File: src/rtl/bws_pkg.sv
package bws_pkg;
  typedef enum logic [2:0] {
    PH_IDLE = 3'd0,
    PH_T1   = 3'd1,
    PH_T2   = 3'd2,
    PH_T3   = 3'd3,
    PH_TW   = 3'd4,
    PH_T4   = 3'd5
  } phase_t;
endpackage

File: src/rtl/bws_rdy_sync.sv
module bws_rdy_sync (
  input  logic clk,
  input  logic rst,
  input  logic ce,
  input  logic rdy_in,
  output logic rdy_s
);
  always_ff @(posedge clk) begin
    if (rst)     rdy_s <= 1'b0;
    else if (ce) rdy_s <= rdy_in;
  end

  // the synchronized copy moves only on a CPU tick
  a_r5_sync_on_tick: assert property (@(posedge clk) disable iff (rst)
    (!$past(ce) && !$past(rst)) |-> $stable(rdy_s));
endmodule

File: src/rtl/bws_wait_ctr.sv
module bws_wait_ctr #(
  parameter int WAIT_W = 4
) (
  input  logic              clk,
  input  logic              rst,
  input  logic              clr,
  input  logic              inc,
  output logic [WAIT_W-1:0] cnt
);
  localparam logic [WAIT_W-1:0] CNT_MAX = {WAIT_W{1'b1}};

  always_ff @(posedge clk) begin
    if (rst || clr)                   cnt <= '0;
    else if (inc && (cnt != CNT_MAX)) cnt <= cnt + 1'b1;
  end

  a_r9_saturate: assert property (@(posedge clk) disable iff (rst)
    (cnt == CNT_MAX && !clr) |=> (cnt == CNT_MAX));
endmodule

File: src/rtl/bws_phase_fsm.sv
module bws_phase_fsm
  import bws_pkg::*;
(
  input  logic   clk,
  input  logic   rst,
  input  logic   ce,
  input  logic   start,
  input  logic   is_io,
  input  logic   rdy_s,
  output phase_t phase,
  output logic   io_q,
  output logic   done,
  output logic   clr_cnt,
  output logic   inc_cnt
);
  phase_t nxt;

  always_comb begin
    nxt = phase;
    case (phase)
      PH_IDLE: if (start) nxt = PH_T1;
      PH_T1:   nxt = PH_T2;
      PH_T2:   nxt = PH_T3;
      PH_T3:   nxt = (io_q || !rdy_s) ? PH_TW : PH_T4;
      PH_TW:   nxt = rdy_s ? PH_T4 : PH_TW;
      PH_T4:   nxt = start ? PH_T1 : PH_IDLE;
      default: nxt = PH_IDLE;
    endcase
  end

  assign clr_cnt = ce && (nxt == PH_T1) && (phase != PH_T1);
  assign inc_cnt = ce && (nxt == PH_TW);

  always_ff @(posedge clk) begin
    if (rst) begin
      phase <= PH_IDLE;
      io_q  <= 1'b0;
      done  <= 1'b0;
    end else begin
      done <= 1'b0;
      if (ce) begin
        phase <= nxt;
        done  <= (nxt == PH_T4) && (phase != PH_T4);
        if (clr_cnt) io_q <= is_io;
      end
    end
  end

  a_r2_hold_without_ce: assert property (@(posedge clk) disable iff (rst)
    (!$past(ce) && !$past(rst)) |-> $stable(phase));
  a_r3_t3_exit: assert property (@(posedge clk) disable iff (rst)
    ($past(phase) == PH_T3 && phase != PH_T3) |-> (phase == PH_TW || phase == PH_T4));
  a_r7_done_in_t4: assert property (@(posedge clk) disable iff (rst)
    done |-> (phase == PH_T4));
  a_r7_done_pulse: assert property (@(posedge clk) disable iff (rst)
    done |=> !done);
endmodule

File: src/rtl/bus_wait_seq.sv
module bus_wait_seq #(
  parameter int WAIT_W = 4
) (
  input  logic              clk,
  input  logic              rst,
  input  logic              cpu_ce,
  input  logic              start,
  input  logic              is_io,
  input  logic              rdy_raw,
  output logic [2:0]        phase,
  output logic              done,
  output logic [WAIT_W-1:0] wait_cnt
);
  import bws_pkg::*;

  logic   rdy_s, io_q, clr_cnt, inc_cnt;
  phase_t ph;

  bws_rdy_sync u_sync (
    .clk(clk), .rst(rst), .ce(cpu_ce), .rdy_in(rdy_raw), .rdy_s(rdy_s)
  );

  bws_phase_fsm u_fsm (
    .clk(clk), .rst(rst), .ce(cpu_ce), .start(start), .is_io(is_io),
    .rdy_s(rdy_s), .phase(ph), .io_q(io_q), .done(done),
    .clr_cnt(clr_cnt), .inc_cnt(inc_cnt)
  );

  bws_wait_ctr #(.WAIT_W(WAIT_W)) u_ctr (
    .clk(clk), .rst(rst), .clr(clr_cnt), .inc(inc_cnt), .cnt(wait_cnt)
  );

  assign phase = ph;

  // an I/O cycle never closes without a wait phase
  a_r6_io_min_wait: assert property (@(posedge clk) disable iff (rst)
    (done && io_q) |-> (wait_cnt != '0));
  // reset state
  a_r1_reset_state: assert property (@(posedge clk)
    $past(rst) |-> (phase == 3'd0 && !done && wait_cnt == '0));
endmodule

File: config.mk
export PLATFORM = sky130hd
export DESIGN_NAME = bus_wait_seq
export DESIGN_NICKNAME = d
export VERILOG_FILES = /design/src/rtl/bws_pkg.sv /design/src/rtl/bws_rdy_sync.sv /design/src/rtl/bws_wait_ctr.sv /design/src/rtl/bws_phase_fsm.sv /design/src/rtl/bus_wait_seq.sv
export SDC_FILE = /design/constraint.sdc
export NUM_CORES = 1
export LEC_CHECK = 0
export ABC_CLOCK_PERIOD_IN_PS = 1730
export BUFFER_PORTS_ARGS = -buffer_cell sky130_fd_sc_hd__buf_2
export CELL_PAD_IN_SITES_DETAIL_PLACEMENT = 1
export CELL_PAD_IN_SITES_GLOBAL_PLACEMENT = 1
export CORE_UTILIZATION = 33
export CTS_CLUSTER_SIZE = 12
export DETAILED_ROUTE_END_ITERATION = 10
export GPL_ROUTABILITY_DRIVEN = 0
export GPL_TIMING_DRIVEN = 0
export PLACE_DENSITY = 0.71
export SETUP_SLACK_MARGIN = 0.02
export SYNTH_ARGS = -nofsm -noshare
export SYNTH_HDL_FRONTEND = slang
export SYNTH_HIERARCHICAL = 1
export SYNTH_SLANG_ARGS = --single-unit
File: constraint.sdc
create_clock -name clk -period 1.73 [get_ports clk]
set_clock_uncertainty 0.05 [all_clocks]
set_input_delay 0.173 -clock clk [delete_from_list [all_inputs] [get_ports clk]]
set_output_delay 0.173 -clock clk [all_outputs]
set_load 0.005 [all_outputs]
==> flow_summary.ini <==
[run_status]
status = completed

[logic_synthesis]
synth-seq-area-share_pct = 36.12
ys_async_sr_fraction_pct = 0
yosysWarnings = 6
synth_top_area_share_pct = 36.12
synth-seq-cells = 10
synth_edf_count = 0
syn_area_um2 = 554.3
synth_fp_nets = 65
synth_area_leaders = dfxtp_1 36%, mux2i_1 5.4%, buf_6 4.1%
syn_inst = 58
ys_types = 30
synth_most_common_cell = dfxtp_1
yosysTopAreaCell = dfxtp_1
syn_area_per_cell_um2 = 9.557
synth_common_cells = 10 x dfxtp_1, 6 x nand2_1, 5 x nor2_1
ys.flop_type = dfxtp_1

[critical_path]
crit_type = register to register
rr_worst_depth = 7
worstSetupStartpointType = register
crit_required_ns = 1.82
cp-end-kind = register
worstPathMaxFanout = 8
r2r_setup_slack_ns = 0.06
crit_arrival_ns = 1.76

[pwr]
p_per_area_mw_per_mm2 = 730.2
power.leakage_nw = 0.3406
peakVddDrop_mv = 0.3970

[floorplan]
rows = 14
core_area_mm2 = 0.001541
die_area_mm2 = 0.001848
pin_count = 14
fp.dieW_um = 42.99
dieHeight_um = 42.99
start_util_pct = 35.96

[detailed_routing]
drc_errors = 0
first_iter_violations = 10
wirelength_mm = 1.202
num_vias = 495
via_per_inst = 5.211
route.detailed.wl_per_inst_um = 12.65
drtAntennaViolNets = 0
dr.pass1.iters = 4

[layout]
area_delta_synth_final_pct = 30.25
drive_above_1_share_pct = 44.30
final_nets = 87
antenna_cells = 0
n_fill_cell = 192

[place]
dpl.hpwl_um = 812.5
port_buffers = 13

[global_route]
grt_pass1_vias = 497
grt.overflow.total = 0
antenna_found_initial = 0
grt_pass1_wl_mm = 2.097
grt_max_degree = 11
grt_use_total_pct = 15.17

[sta]
fmax_mhz = 598.8
whs_ns = 0.1042
slew_headroom_pct = 68.67
period_share_pct = 96.53
slew_violations = 0
setup_tns_ns = 0
finalSetupViolCount = 0
finalHoldViolations = 0
tightest_slew_ns = 0.4663
fin_crit_ns = 1.670
rsz0062_at_grt = true

[cts]
clk_latency_ns = 0.26
h-tree-depth = 1
cts_max_path_buffers = 2
cts_tree = built
clk_pin_slew_ns = 0.07
numCtsBuffers = 3
clockRootBuffer = clkbuf_4
clkSinkCount = 10

[run]
drv_cap = 0

[min_path]
holdPathStages = 3
min_path_type = primary input to register
[cell usage in the layout, fill, tap and decap left out]
cell and count:
and4bb_2 1, o21ai_1 1, a21o_2 1, or3_1 1, clkbuf_8 1, o31ai_1 1
a211oi_1 1, buf_2 13, dfxtp_1 9, a21oi_1 4, dfxtp_2 1, or4b_1 1
nor2_1 4, nor3_1 1, xor2_1 1, and3_1 1, buf_4 5, nand3b_1 2
nand4_1 1, mux2i_1 3, ha_1 1, clkbuf_4 3, and3b_2 2, o21bai_1 1
nor3b_2 1, o211ai_2 1, a311oi_1 1, nand4b_1 2, nor2_2 1, o21ai_0 2
mux2_4 1, buf_6 2, nand2_1 6, nand2b_4 1, o41ai_2 1
[timing repair]
item	4_1_cts	5_1_grt
resized for setup	3	4
pin swaps	3	3
hold buffers	0	0
setup buffers	3	1
endpoints found under the setup margin	1	4
[layer usage]
layer  global-route usage [%]  vias up  share of wire, %  wire length, µm
met5                        0        -                 0                0
met4                    5.455        0                 0                0
met3                    5.106        0               2.2               27
met2                    22.12        7                45              542
met1                    20.67      231                52              631
li1                         -      257                 -                -
[state kept, by name (all words and copies together) (netlist names)]
signal,cells
u_ctr/cnt,4
u_fsm/phase,3
u_fsm/done,1
u_fsm/io_q,1
u_sync/rdy_s,1
[worst paths after layout]
kind / start / to
worst max register to register: u_fsm/phase[0]$_SDFFE_PP0P_ / u_ctr/cnt[3]$_SDFFE_PP0P_
worst min register to register: u_fsm/io_q$_SDFFE_PP0P_ / u_fsm/io_q$_SDFFE_PP0P_
worst min-delay path: rdy_raw / u_sync/rdy_s$_SDFFE_PP0P_
worst max-delay path: u_fsm/phase[0]$_SDFFE_PP0P_ / u_ctr/cnt[3]$_SDFFE_PP0P_
[final cells by class]
| class | count | area, µm² | share of cell area [%] |
|---|---|---|---|
| Timing Repair Buffer | 17 | 95.09 | 13.17 |
| Sequential cell | 10 | 201.4 | 27.90 |
| Buffer | 3 | 30.03 | 4.159 |
| Multi-Input combinational cell | 45 | 339.1 | 46.97 |
| Tap cell | 16 | 20.02 | 2.773 |
| Clock buffer | 4 | 36.28 | 5.026 |
[power by group]
part / switching, mW / internal, mW / total (mW) / leakage (nW)
logic: 0.0375 / 0.0358 / 0.0733 / 0.238
clock network: 0.0852 / 0.128 / 0.213 / 0.0210
registers: 0.00439 / 0.237 / 0.241 / 0.0815
total: 0.127 / 0.400 / 0.527 / 0.341
[logic make-up after synthesis]
logic type | after synthesis | share of synthesized area, %
simple gates | 25 | 28.90
buf+inv | 3 | 4.965
xor+xnor | 1 | 1.580
mux | 4 | 7.449
fa+ha+maj | 1 | 2.257
flops | 10 | 36.12
compound gates | 14 | 18.74
[critical path, stage by stage (launching register included)]
cell,delay (ns)
dfxtp_2,0.33
buf_6,0.13
buf_4,0.13
xor2_1,0.15
nor3_1,0.42
nor2_2,0.16
o211ai_2,0.10
o41ai_2,0.08
[stage by stage]
step	util (%)	instances	cell area [µm²]	total power, mW	setup slack, ns
final	46.83	95	721.9	0.5272	0.05995
after global routing	46.83	95	721.9	0.5538	-0.02314
after CTS	45.70	94	704.4	0.5327	0.02456
after detailed placement	41.56	87	640.6	0.3081	-0.05086
after global placement	41.56	87	640.6	0.3067	-0.02830
after floorplan	-	58	555.5	0.2856	0.03174
(Power assumes the default switching activity.)
